===== src/rtl/wordalu_pkg.sv =====
package wordalu_pkg;

   localparam int unsigned SEL_W = 4;

   typedef enum logic [SEL_W-1:0] {
      OP_ADD  = 4'h0,
      OP_ADDU = 4'h1,
      OP_SUB  = 4'h2,
      OP_SUBU = 4'h3,
      OP_AND  = 4'h4,
      OP_OR   = 4'h5,
      OP_XOR  = 4'h6,
      OP_NOR  = 4'h7,
      OP_SLT  = 4'h8,
      OP_SLTU = 4'h9
   } alu_op_e;

   typedef enum logic [2:0] {
      SRC_SUM,
      SRC_AND,
      SRC_OR,
      SRC_XOR,
      SRC_NOR,
      SRC_SLT,
      SRC_SLTU,
      SRC_NONE
   } res_src_e;

   typedef enum logic [1:0] {
      BITOP_AND,
      BITOP_OR,
      BITOP_XOR,
      BITOP_NOR
   } bitop_e;

   typedef struct packed {
      logic     negate_b;
      logic     ovf_en;
      res_src_e src;
   } alu_ctl_t;

endpackage


===== src/rtl/wordalu_decode.sv =====
module wordalu_decode
   import wordalu_pkg::*;
(
   input  logic [SEL_W-1:0] op_sel,
   output alu_ctl_t         ctl
);

   always_comb begin
      ctl = '{negate_b: 1'b0, ovf_en: 1'b0, src: SRC_NONE};
      case (op_sel)
         OP_ADD:  ctl = '{negate_b: 1'b0, ovf_en: 1'b1, src: SRC_SUM};
         OP_ADDU: ctl = '{negate_b: 1'b0, ovf_en: 1'b0, src: SRC_SUM};
         OP_SUB:  ctl = '{negate_b: 1'b1, ovf_en: 1'b1, src: SRC_SUM};
         OP_SUBU: ctl = '{negate_b: 1'b1, ovf_en: 1'b0, src: SRC_SUM};
         OP_AND:  ctl = '{negate_b: 1'b0, ovf_en: 1'b0, src: SRC_AND};
         OP_OR:   ctl = '{negate_b: 1'b0, ovf_en: 1'b0, src: SRC_OR};
         OP_XOR:  ctl = '{negate_b: 1'b0, ovf_en: 1'b0, src: SRC_XOR};
         OP_NOR:  ctl = '{negate_b: 1'b0, ovf_en: 1'b0, src: SRC_NOR};
         OP_SLT:  ctl = '{negate_b: 1'b1, ovf_en: 1'b0, src: SRC_SLT};
         OP_SLTU: ctl = '{negate_b: 1'b1, ovf_en: 1'b0, src: SRC_SLTU};
         default: ctl = '{negate_b: 1'b0, ovf_en: 1'b0, src: SRC_NONE};
      endcase
   end

endmodule


===== src/rtl/wordalu_adder.sv =====
module wordalu_adder #(
   parameter int unsigned WIDTH      = 32,
   parameter bit          RIPPLE_ADD = 1'b1
) (
   input  logic [WIDTH-1:0] a,
   input  logic [WIDTH-1:0] b,
   input  logic             negate_b,
   output logic [WIDTH-1:0] sum,
   output logic             carry_out,
   output logic             sgn_ovf
);

   localparam int unsigned MSB = WIDTH - 1;

   logic [WIDTH-1:0] b_eff;

   assign b_eff = negate_b ? ~b : b;

   generate
      if (RIPPLE_ADD) begin : g_ripple
         always_comb begin
            logic cy;
            cy  = negate_b;
            sum = '0;
            for (int i = 0; i < int'(WIDTH); i++) begin
               sum[i] = a[i] ^ b_eff[i] ^ cy;
               cy     = (a[i] & b_eff[i]) | (cy & (a[i] ^ b_eff[i]));
            end
            carry_out = cy;
         end
      end else begin : g_flat
         logic [WIDTH:0] wide;
         assign wide      = {1'b0, a} + {1'b0, b_eff} + {{WIDTH{1'b0}}, negate_b};
         assign sum       = wide[WIDTH-1:0];
         assign carry_out = wide[WIDTH];
      end
   endgenerate

   // Same-sign inputs to the effective adder with a differently signed sum.
   assign sgn_ovf = (a[MSB] == b_eff[MSB]) && (sum[MSB] != a[MSB]);

endmodule


===== src/rtl/wordalu_bitops.sv =====
module wordalu_bitops
   import wordalu_pkg::*;
#(
   parameter int unsigned WIDTH = 32
) (
   input  logic [WIDTH-1:0] a,
   input  logic [WIDTH-1:0] b,
   input  bitop_e           fn,
   output logic [WIDTH-1:0] y
);

   always_comb begin
      unique case (fn)
         BITOP_AND: y = a & b;
         BITOP_OR:  y = a | b;
         BITOP_XOR: y = a ^ b;
         BITOP_NOR: y = ~(a | b);
         default:   y = '0;
      endcase
   end

endmodule


===== src/rtl/wordalu_compare.sv =====
module wordalu_compare #(
   parameter int unsigned WIDTH = 32
) (
   input  logic [WIDTH-1:0] diff,
   input  logic             carry_out,
   input  logic             diff_ovf,
   output logic             lt_signed,
   output logic             lt_unsigned
);

   // The sign of the difference is wrong exactly when it overflowed.
   assign lt_signed   = diff[WIDTH-1] ^ diff_ovf;
   // No carry out of A + ~B + 1 means a borrow, so A < B as unsigned.
   assign lt_unsigned = ~carry_out;

endmodule


===== src/rtl/wordalu.sv =====
module wordalu
   import wordalu_pkg::*;
#(
   parameter int unsigned WIDTH      = 32,
   parameter bit          RIPPLE_ADD = 1'b1
) (
   input  logic [3:0]       op_sel,
   input  logic [WIDTH-1:0] opnd_a,
   input  logic [WIDTH-1:0] opnd_b,
   output logic [WIDTH-1:0] result,
   output logic             zero,
   output logic             ovf
);

   localparam logic [WIDTH-1:0] ONE_W = {{(WIDTH-1){1'b0}}, 1'b1};

   generate
      if (WIDTH < 2) begin : g_width_bad
         $error("wordalu: WIDTH must be at least 2");
      end
      if (SEL_W != 4) begin : g_sel_bad
         $error("wordalu: select width must be 4");
      end
   endgenerate

   alu_ctl_t         ctl;
   logic [WIDTH-1:0] sum;
   logic             carry_out;
   logic             sgn_ovf;
   logic [WIDTH-1:0] bit_y;
   bitop_e           bit_fn;
   logic             lt_s;
   logic             lt_u;

   wordalu_decode u_decode (
      .op_sel (op_sel),
      .ctl    (ctl)
   );

   wordalu_adder #(
      .WIDTH      (WIDTH),
      .RIPPLE_ADD (RIPPLE_ADD)
   ) u_adder (
      .a         (opnd_a),
      .b         (opnd_b),
      .negate_b  (ctl.negate_b),
      .sum       (sum),
      .carry_out (carry_out),
      .sgn_ovf   (sgn_ovf)
   );

   always_comb begin
      case (ctl.src)
         SRC_OR:  bit_fn = BITOP_OR;
         SRC_XOR: bit_fn = BITOP_XOR;
         SRC_NOR: bit_fn = BITOP_NOR;
         default: bit_fn = BITOP_AND;
      endcase
   end

   wordalu_bitops #(.WIDTH(WIDTH)) u_bitops (
      .a  (opnd_a),
      .b  (opnd_b),
      .fn (bit_fn),
      .y  (bit_y)
   );

   wordalu_compare #(.WIDTH(WIDTH)) u_compare (
      .diff        (sum),
      .carry_out   (carry_out),
      .diff_ovf    (sgn_ovf),
      .lt_signed   (lt_s),
      .lt_unsigned (lt_u)
   );

   always_comb begin
      case (ctl.src)
         SRC_SUM:  result = sum;
         SRC_AND,
         SRC_OR,
         SRC_XOR,
         SRC_NOR:  result = bit_y;
         SRC_SLT:  result = lt_s ? ONE_W : '0;
         SRC_SLTU: result = lt_u ? ONE_W : '0;
         default:  result = '0;
      endcase
   end

   assign zero = ~|result;
   assign ovf  = ctl.ovf_en & sgn_ovf;

endmodule


===== config.mk =====
export PLATFORM = sky130hd
export DESIGN_NAME = wordalu
export DESIGN_NICKNAME = d
export VERILOG_FILES = /design/src/rtl/wordalu_pkg.sv /design/src/rtl/wordalu_decode.sv /design/src/rtl/wordalu_adder.sv /design/src/rtl/wordalu_bitops.sv /design/src/rtl/wordalu_compare.sv /design/src/rtl/wordalu.sv
export SDC_FILE = /design/constraint.sdc
export NUM_CORES = 1
export LEC_CHECK = 0
export CORE_MARGIN = 10
export CORE_UTILIZATION = 30
export DETAILED_ROUTE_END_ITERATION = 16
export RECOVER_POWER = 100
export SYNTH_ARGS = -nofsm -noshare
export SYNTH_HDL_FRONTEND = slang
export SYNTH_SLANG_ARGS = --single-unit

===== constraint.sdc =====
create_clock -name vclk -period 28.3
set_input_delay 5.66 -clock vclk [all_inputs]
set_output_delay 5.66 -clock vclk [all_outputs]
set_load 0.01 [all_outputs]

==> reports/metrics.csv, run 1 <==
stage,metric,value,unit
finish,clock_buffer_count,0,
place,post_dp_cell_area,4920,um^2
power,p_per_area,21.8,nW/um^2
finish,final_common_cell,inv_1,
hold_path,hold_class,input pin to output port,
route,final_antenna_net_count,0,
finish,fillers,1248,
logic_synthesis,synth_area_per_cell,7.74,um^2
global_route,grt_max_degree,31,
timing,hold_violations,0,
finish,stdcell_count,729,
timing,max_freq,37.4,MHz
clock_network,post_cts_buffers,0,
timing,slew_viol_final,0,
timing,finalCritPeriodShare,94.6,%
finish,fin_area,4900,um^2
place,dp.cells,729,
timing,setup_tns,0,ps
power,power,0.107,mW
timing,fin_crit,26770,ps
clock_network,cts_hold_buf,0,
die,core_area,12100,um^2
die,die_h,131,um
worst_setup_path,critPathMostFrequentCell,fa_1,
global_route,grt_pass1_wl,22900,um
global_route,grt.total_usage,15.8,%
worst_setup_path,worstSetupPathType,input pin to output port,
die,initial_utilization,30.8,%
global_route,first_global_vias,4090,
global_route,antenna_found_initial,0,
finish,n_antenna_cell,0,
place,hpwl,11500,um
worst_setup_path,cp_max_fo,30,
logic_synthesis,synthesis.nets,649,
outcome,status,finished clean,
worst_setup_path,start_kind,input pin,
route,drt-initial-drc-count,270,
logic_synthesis,synth.distinct_cells,54,
logic_synthesis,syn_inst,482,
finish,nNetsFinal,730,
timing,max_slew_margin,21.3,%
worst_setup_path,end_kind,output port,
die,fp.dieArea,17300,um^2
place,port_buffers,102,
timing,grt_setup_unrepaired,no,
worst_setup_path,slowest_delay,1120,ps
worst_setup_path,arrival,21110,ps
timing,worst_slew_pin_slew,1180,ps
place,routabilityCongestion,0.898,
route,via_per_inst,5.32,
route,drtPass1Iterations,5,
finish,multiInputGateArea,3320,um^2
power,p_leak,2.28,nW
run,drv_cap,0,
die,ioPinCount,102,
die,row_count,40,
worst_setup_path,cp_slowest_cell,dlygate4sd3_1,
global_route,grt_overflow_total,0,
logic_synthesis,yosysWarnings,0,
route,drc,0,
power,ir_drop,8.54,uV
finish,mostFrequentLayoutCells,"inv_1 (79), clkdlybuf4s50_1 (71), ha_1 (68)",
route,avgRoutedWirePerCell,19.5,um
finish,post_route_cells_drive_above_1_share,2.50,%
finish,area_growth_syn_to_layout,31.5,%
finish,nFlopsAndLatches,0,
finish,seq_area,0,um^2
die,die_w,131,um
route,vias,3879,
logic_synthesis,ys_seq_area_share,0,%
route,wirelength,14200,um
clock_network,cts.repair.resized,0,
logic_synthesis,synth_area,3730,um^2
timing,setup_viol,0,
worst_setup_path,crit_required,22640,ps
cells in the mapped netlist, types with 6 or more instances:
cell type	count	area, um^2
nand3_1	10	50.1
xnor2_1	32	280
clkbuf_1	18	67.6
nor2b_1	6	37.5
nand2_1	33	124
nor2_1	20	75.1
o21ai_0	24	120
inv_1	79	297
a211oi_1	16	120
o211ai_1	7	52.6
a21oi_1	10	50.1
ha_1	68	851
mux2i_1	15	150
nor3_1	11	55.1
nor4_1	6	37.5
nand2b_1	11	68.8
fa_1	31	621
buf_2	6	30.0
buf_1	6	22.5
area by class of cell:
cell class / instances / area share, %
Inverter: 79 / 6.05
Multi-Input combinational cell: 372 / 67.7
Tap cell: 168 / 4.29
Timing Repair Buffer: 110 / 22.0
cell families after synthesis:
| family | count (synthesis) | synth area share, % |
|---|---|---|
| AO/OA/AOI/OAI | 106 | 20.7 |
| XOR/XNOR | 33 | 7.75 |
| AND/OR/NAND/NOR | 119 | 16.7 |
| adder cells (fa/ha/maj) | 99 | 39.5 |
| multiplexers | 15 | 4.03 |
| buffers and inverters | 110 | 11.4 |
layer usage:
layer / track usage (%) / routed length (um) / up-vias
li1: - / - / 1814
met1: 20.9 / 6390 / 1851
met2: 26.5 / 6570 / 184
met3: 2.32 / 890 / 30
met4: 3.40 / 334 / 0
met5: 0 / 0 / -
power by group:
part / internal, mW / leakage [nW] / switching [mW]
Sequential: 0 / 0 / 0
Clock: 0 / 0 / 0
Combinational: 0.0491 / 2.28 / 0.0575
final timing paths:
| kind | startpoint | endpoint | slack, ps | cells after the start |
|---|---|---|---|---|
| worst max-delay path | op_sel[3] | zero | 1530 | 47 |
| worst min-delay path | opnd_a[31] | ovf | 12690 | 4 |
through the flow:
| stage | util (%) | worst slack (ps) | hold slack (ps) |
|---|---|---|---|
| after global routing | 40.5 | 656 | 12760 |
| after floorplan | - | 3190 | 11510 |
| after detailed placement | 40.6 | 1630 | 12560 |
| after CTS | 40.6 | 1550 | 12570 |
| final | 40.5 | 1530 | 12690 |
| after global placement | 40.6 | 1950 | 12560 |
critical path, delay by kind of cell:
kind	cells	cell delay [ps]
adders and majority gates	30	10990
AOI/OAI and AO/OA	2	630
xor gates and xnor gates	2	430
and+or+nand+nor	3	650
buffers and inverters	10	2750
Note: power is estimated with default switching activity, not from simulation.
==> run 2, diff against run 1 <==
- CORE_MARGIN: 10 -> 2
==> reports/metrics.csv, run 2 (same netlist as run 1, synthesis figures left out) <==
stage,metric,value,unit,change
global_route,busiest_layer,met2,,unchanged
route,vias,3904,,was 3879
place,routabilityCongestion,0.936,,was 0.898
place,pre_cts_slack,1810,ps,was 1630 ps
finish,stdcell_count,729,,unchanged
worst_setup_path,worstSetupPathType,input pin to output port,,unchanged
global_route,grt_max_degree,31,,unchanged
global_route,grt_util_met2,32.4,%,was 26.5%
hold_path,hold_class,input pin to output port,,unchanged
worst_setup_path,cp_top_family,adder cells,,unchanged
worst_setup_path,crit_start,op_sel[3],,unchanged
timing,setup_tns,0,ps,unchanged
timing,max_freq,37.6,MHz,was 37.4 MHz
timing,worst_slack,1710,ps,was 1530 ps
die,fp.dieArea,13300,um^2,was 17300 um^2
worst_setup_path,cp_slowest_cell,dlygate4sd3_1,,unchanged
finish,seq_area,0,um^2,unchanged
route,drc,0,,unchanged
worst_setup_path,arrival,20930,ps,was 21110 ps
die,die_w,115,um,was 131 um
die,ioPinCount,102,,unchanged
timing,slew_viol_final,0,,unchanged
die,core_area,12100,um^2,about the same
global_route,grt_pass1_wl,20900,um,was 22900 um
worst_setup_path,crit_cells,47,,unchanged
finish,area_growth_syn_to_layout,31.6,%,was 31.5%
worst_setup_path,cp_max_fo,30,,unchanged
hold_path,hold_start,opnd_a[31],,unchanged
worst_setup_path,end_kind,output port,,unchanged
timing,finalCritPeriodShare,94.0,%,was 94.6%
route,drt-initial-drc-count,322,,was 270
finish,clock_buffer_count,0,,unchanged
timing,fin_crit,26590,ps,was 26770 ps
global_route,grt.total_usage,19.9,%,was 15.8%
place,dp.cells,729,,unchanged
finish,final_common_cell,inv_1,,unchanged
global_route,first_global_vias,3926,,was 4090
finish,nNetsFinal,730,,unchanged
worst_setup_path,start_kind,input pin,,unchanged
power,p_per_area,21.7,nW/um^2,was 21.8 nW/um^2
place,port_buffers,102,,unchanged
run,drv_cap,0,,unchanged
finish,post_route_cells_drive_above_1_share,2.32,%,was 2.50%
finish,multiInputGateArea,3330,um^2,was 3320 um^2
route,wirelength,13500,um,was 14200 um
worst_setup_path,crit_required,22640,ps,about the same
route,via_per_inst,5.36,,was 5.32
worst_setup_path,slowest_delay,1180,ps,was 1120 ps
place,hpwl,10700,um,was 11500 um
worst_setup_path,crit_end,zero,,unchanged
die,die_h,115,um,was 131 um
worst_setup_path,cp_num_buf_inv,10,,unchanged
power,ir_drop,7.81,uV,was 8.54 uV
clock_network,post_cts_buffers,0,,unchanged
global_route,antenna_found_initial,1,,was 0
finish,fillers,1239,,was 1248
global_route,grt_use_met1,27.3,%,was 20.9%
timing,worst_slew_pin_slew,1320,ps,was 1180 ps
route,avgRoutedWirePerCell,18.6,um,was 19.5 um
timing,grt_setup_unrepaired,no,,unchanged
timing,max_slew_margin,11.8,%,was 21.3%
power,power,0.106,mW,was 0.107 mW
global_route,grt_overflow_total,0,,unchanged
die,row_count,40,,unchanged
timing,setup_viol,0,,unchanged
finish,nFlopsAndLatches,0,,unchanged
route,final_antenna_net_count,0,,unchanged
power,p_leak,2.29,nW,was 2.28 nW
route,drtPass1Iterations,5,,unchanged
die,initial_utilization,30.9,%,was 30.8%
outcome,status,finished clean,,unchanged
timing,hold_violations,0,,unchanged
worst_setup_path,critPathMostFrequentCell,fa_1,,unchanged
clock_network,cts_hold_buf,0,,unchanged
global_route,grt_use_met3,2.98,%,was 2.32%
clock_network,cts.repair.resized,0,,unchanged
finish,mostFrequentLayoutCells,"inv_1 (79), clkdlybuf4s50_1 (71), ha_1 (68)",,unchanged
finish,n_antenna_cell,0,,unchanged
==> run 2: changes by cell type in the layout (fill, tap and decap cells not counted) <==
| cell | before | now |
|---|---|---|
| o2bb2ai_1 | 2 | 3 |
| o2bb2ai_2 | 1 | 0 |
| buf_4 | 7 | 6 |
| clkbuf_1 | 1 | 2 |
| nor4bb_4 | 0 | 1 |
| nor4bb_1 | 2 | 1 |
==> run 2: report_power, final <==
part	switching, mW	internal [mW]	leakage (nW)	total [mW]
combinational	0.0574	0.0490	2.29	0.106
clock	0	0	0	0
sequential	0	0	0	0
total	0.0574	0.0490	2.29	0.106
==> run 2: area by class of cell <==
| cell class | instances | area share (%) |
|---|---|---|
| Timing Repair Buffer | 110 | 21.9 |
| Tap cell | 168 | 4.28 |
| Multi-Input combinational cell | 372 | 67.8 |
| Inverter | 79 | 6.04 |
==> run 2: stage by stage <==
| stage | util [%] | hold slack [ps] | instance area, um^2 |
|---|---|---|---|
| after floorplan | - | 11510 | 3730 |
| after global placement | 40.7 | 12540 | 4910 |
| after detailed placement | 40.7 | 12530 | 4910 |
| after CTS | 40.7 | 12530 | 4910 |
| after global routing | 40.7 | 12720 | 4910 |
| final | 40.7 | 12650 | 4910 |
==> run 2: tightest hold or removal path, cell delays in order <==
cell and delay, ps:
clkdlybuf4s50_1 500, xor2_1 170, nor4_1 60, dlygate4sd3_1 600
==> run 2: how the worst min path moves through the flow <==
stage                     endpoint  slack (ps)  cells past startpoint
after floorplan                ovf       11510                      2
after global placement         ovf       12540                      4
after detailed placement       ovf       12530                      4
after CTS                      ovf       12530                      4
after global routing           ovf       12720                      4
final                          ovf       12650                      4
==> run 2: layer usage <==
layer / up-vias / part of all wire, % / wire, um
met5: - / 0.096 / 13
li1: 1820 / - / -
met1: 1872 / 43 / 5770
met3: 31 / 8.7 / 1170
met2: 179 / 45 / 6130
met4: 2 / 3.4 / 460
==> run 3, diff against run 2 <==
- PLACE_DENSITY: default -> 0.51
- REMOVE_ABC_BUFFERS: default -> 1
==> reports/metrics.csv, run 3 (same netlist as run 1, synthesis figures left out) <==
stage,metric,value,unit,change
finish,fillers,1205,,was 1239
finish,nFlopsAndLatches,0,,unchanged
worst_setup_path,critPathMostFrequentCell,fa_1,,unchanged
power,clockPowerShare,0,%,about the same
place,dp.cells,730,,was 729
die,row_count,40,,unchanged
place,port_buffers,102,,unchanged
worst_setup_path,cp_slowest_cell,dlygate4sd3_1,,unchanged
global_route,antenna_found_initial,0,,was 1
power,net-switching-power,0.0566,mW,was 0.0574 mW
global_route,first_global_vias,3796,,was 3926
finish,area_growth_syn_to_layout,31.8,%,was 31.6%
clock_network,post_cts_buffers,0,,unchanged
worst_setup_path,cp_max_fo,23,,was 30
timing,setup_tns,0,ps,unchanged
route,drtPass1Iterations,5,,unchanged
timing,finalCritPeriodShare,93.6,%,was 94.0%
worst_setup_path,end_kind,output port,,unchanged
die,core_area,12100,um^2,unchanged
power,ir_drop,7.53,uV,was 7.81 uV
clock_network,cts_hold_buf,0,,unchanged
hold_path,hold_class,input pin to output port,,unchanged
die,ioPinCount,102,,unchanged
finish,post_route_cells_drive_above_1_share,2.67,%,was 2.32%
clock_network,cts.repair.resized,0,,unchanged
die,fp.dieArea,13300,um^2,unchanged
route,wirelength,13300,um,was 13500 um
timing,hold_violations,0,,unchanged
timing,max_freq,37.8,MHz,was 37.6 MHz
worst_setup_path,slowest_delay,1090,ps,was 1180 ps
global_route,grt.total_usage,19.5,%,was 19.9%
outcome,status,finished clean,,unchanged
finish,seq_area,0,um^2,unchanged
power,p_per_area,21.6,nW/um^2,was 21.7 nW/um^2
die,initial_utilization,30.9,%,unchanged
route,final_antenna_net_count,0,,unchanged
global_route,grt_max_degree,31,,unchanged
power,power.internal,0.0494,mW,was 0.0490 mW
finish,n_antenna_cell,0,,unchanged
power,switching_share,53.4,%,was 53.9%
timing,grt_setup_unrepaired,no,,unchanged
timing,whs,12660,ps,was 12650 ps
timing,max_slew_margin,13.1,%,was 11.8%
finish,clock_buffer_count,0,,unchanged
route,vias,3746,,was 3904
route,avgRoutedWirePerCell,18.2,um,was 18.6 um
place,post_dp_cell_area,4920,um^2,was 4910 um^2
route,drc,0,,unchanged
place,routabilityCongestion,0.856,,was 0.936
power,p_leak,2.30,nW,was 2.29 nW
die,die_w,115,um,unchanged
run,drv_cap,0,,unchanged
finish,fin_area,4910,um^2,about the same
global_route,grt_pass1_wl,20600,um,was 20900 um
timing,fin_crit,26490,ps,was 26590 ps
worst_setup_path,worstSetupPathType,input pin to output port,,unchanged
route,drt-initial-drc-count,268,,was 322
place,hpwl,10600,um,was 10700 um
route,via_per_inst,5.13,,was 5.36
worst_setup_path,arrival,20830,ps,was 20930 ps
finish,stdcell_count,730,,was 729
die,die_h,115,um,unchanged
power,pwr-share-seq,0,%,about the same
finish,final_core_util,40.7,%,about the same
power,pwr-share-comb,100.0,%,about the same
finish,mostFrequentLayoutCells,"inv_1 (79), clkdlybuf4s50_1 (70), ha_1 (68)",,"was inv_1 (79), clkdlybuf4s50_1 (71), ha_1 (68)"
power,power,0.106,mW,about the same
worst_setup_path,start_kind,input pin,,unchanged
timing,worst_slew_pin_slew,1300,ps,was 1320 ps
global_route,grt_overflow_total,0,,unchanged
worst_setup_path,crit_required,22640,ps,about the same
finish,nNetsFinal,731,,was 730
finish,final_common_cell,inv_1,,unchanged
timing,worst_slack,1810,ps,was 1710 ps
timing,setup_viol,0,,unchanged
place,pre_cts_slack,1870,ps,was 1810 ps
timing,slew_viol_final,0,,unchanged
-- run 3: cell types whose count changed in the layout (fill, tap and decap cells not counted), sizes merged --
cell           previous run  this run
dlygate4sd3              31        32
clkdlybuf4s50            71        70
buf                       6         8
clkbuf                    2         1
-- run 3: path summary, 6_finish.rpt --
kind / depth (start not counted) / to / from / slack, ps
max: 45 / zero / op_sel[2] / 1810
min: 4 / ovf / opnd_a[31] / 12660
-- run 3: power by group through the flow --
stage          clock [mW]  combinational (mW)  sequential [mW]
6_report                0               0.106                0
3_5_place_dp            0               0.109                0
4_1_cts                 0               0.109                0
5_1_grt                 0               0.118                0
2_1_floorplan           0              0.0595                0
3_3_place_gp            0               0.108                0
-- run 3: metal layers --
layer	vias to the layer above	track usage (%)	share of wire, %
li1	1816	-	-
met4	0	2.01	0.58
met1	1792	27.5	45
met2	130	34.1	48
met5	-	0	0
met3	8	1.36	6.2
-- run 3: layout make-up --
cell class	instances	area [um^2]	share of cell area, %
repair buffers	111	1080	22.1
inverters	79	297	6.03
multi-input cells	372	3320	67.6
well taps	168	210	4.28
-- run 3: worst max-delay path: cells and delay by family --
family / cells / cell delay (ps)
buffers and inverters: 9 / 2200
adders and majority gates: 31 / 11500
and+or+nand+nor: 2 / 550
AOI/OAI and AO/OA: 3 / 880
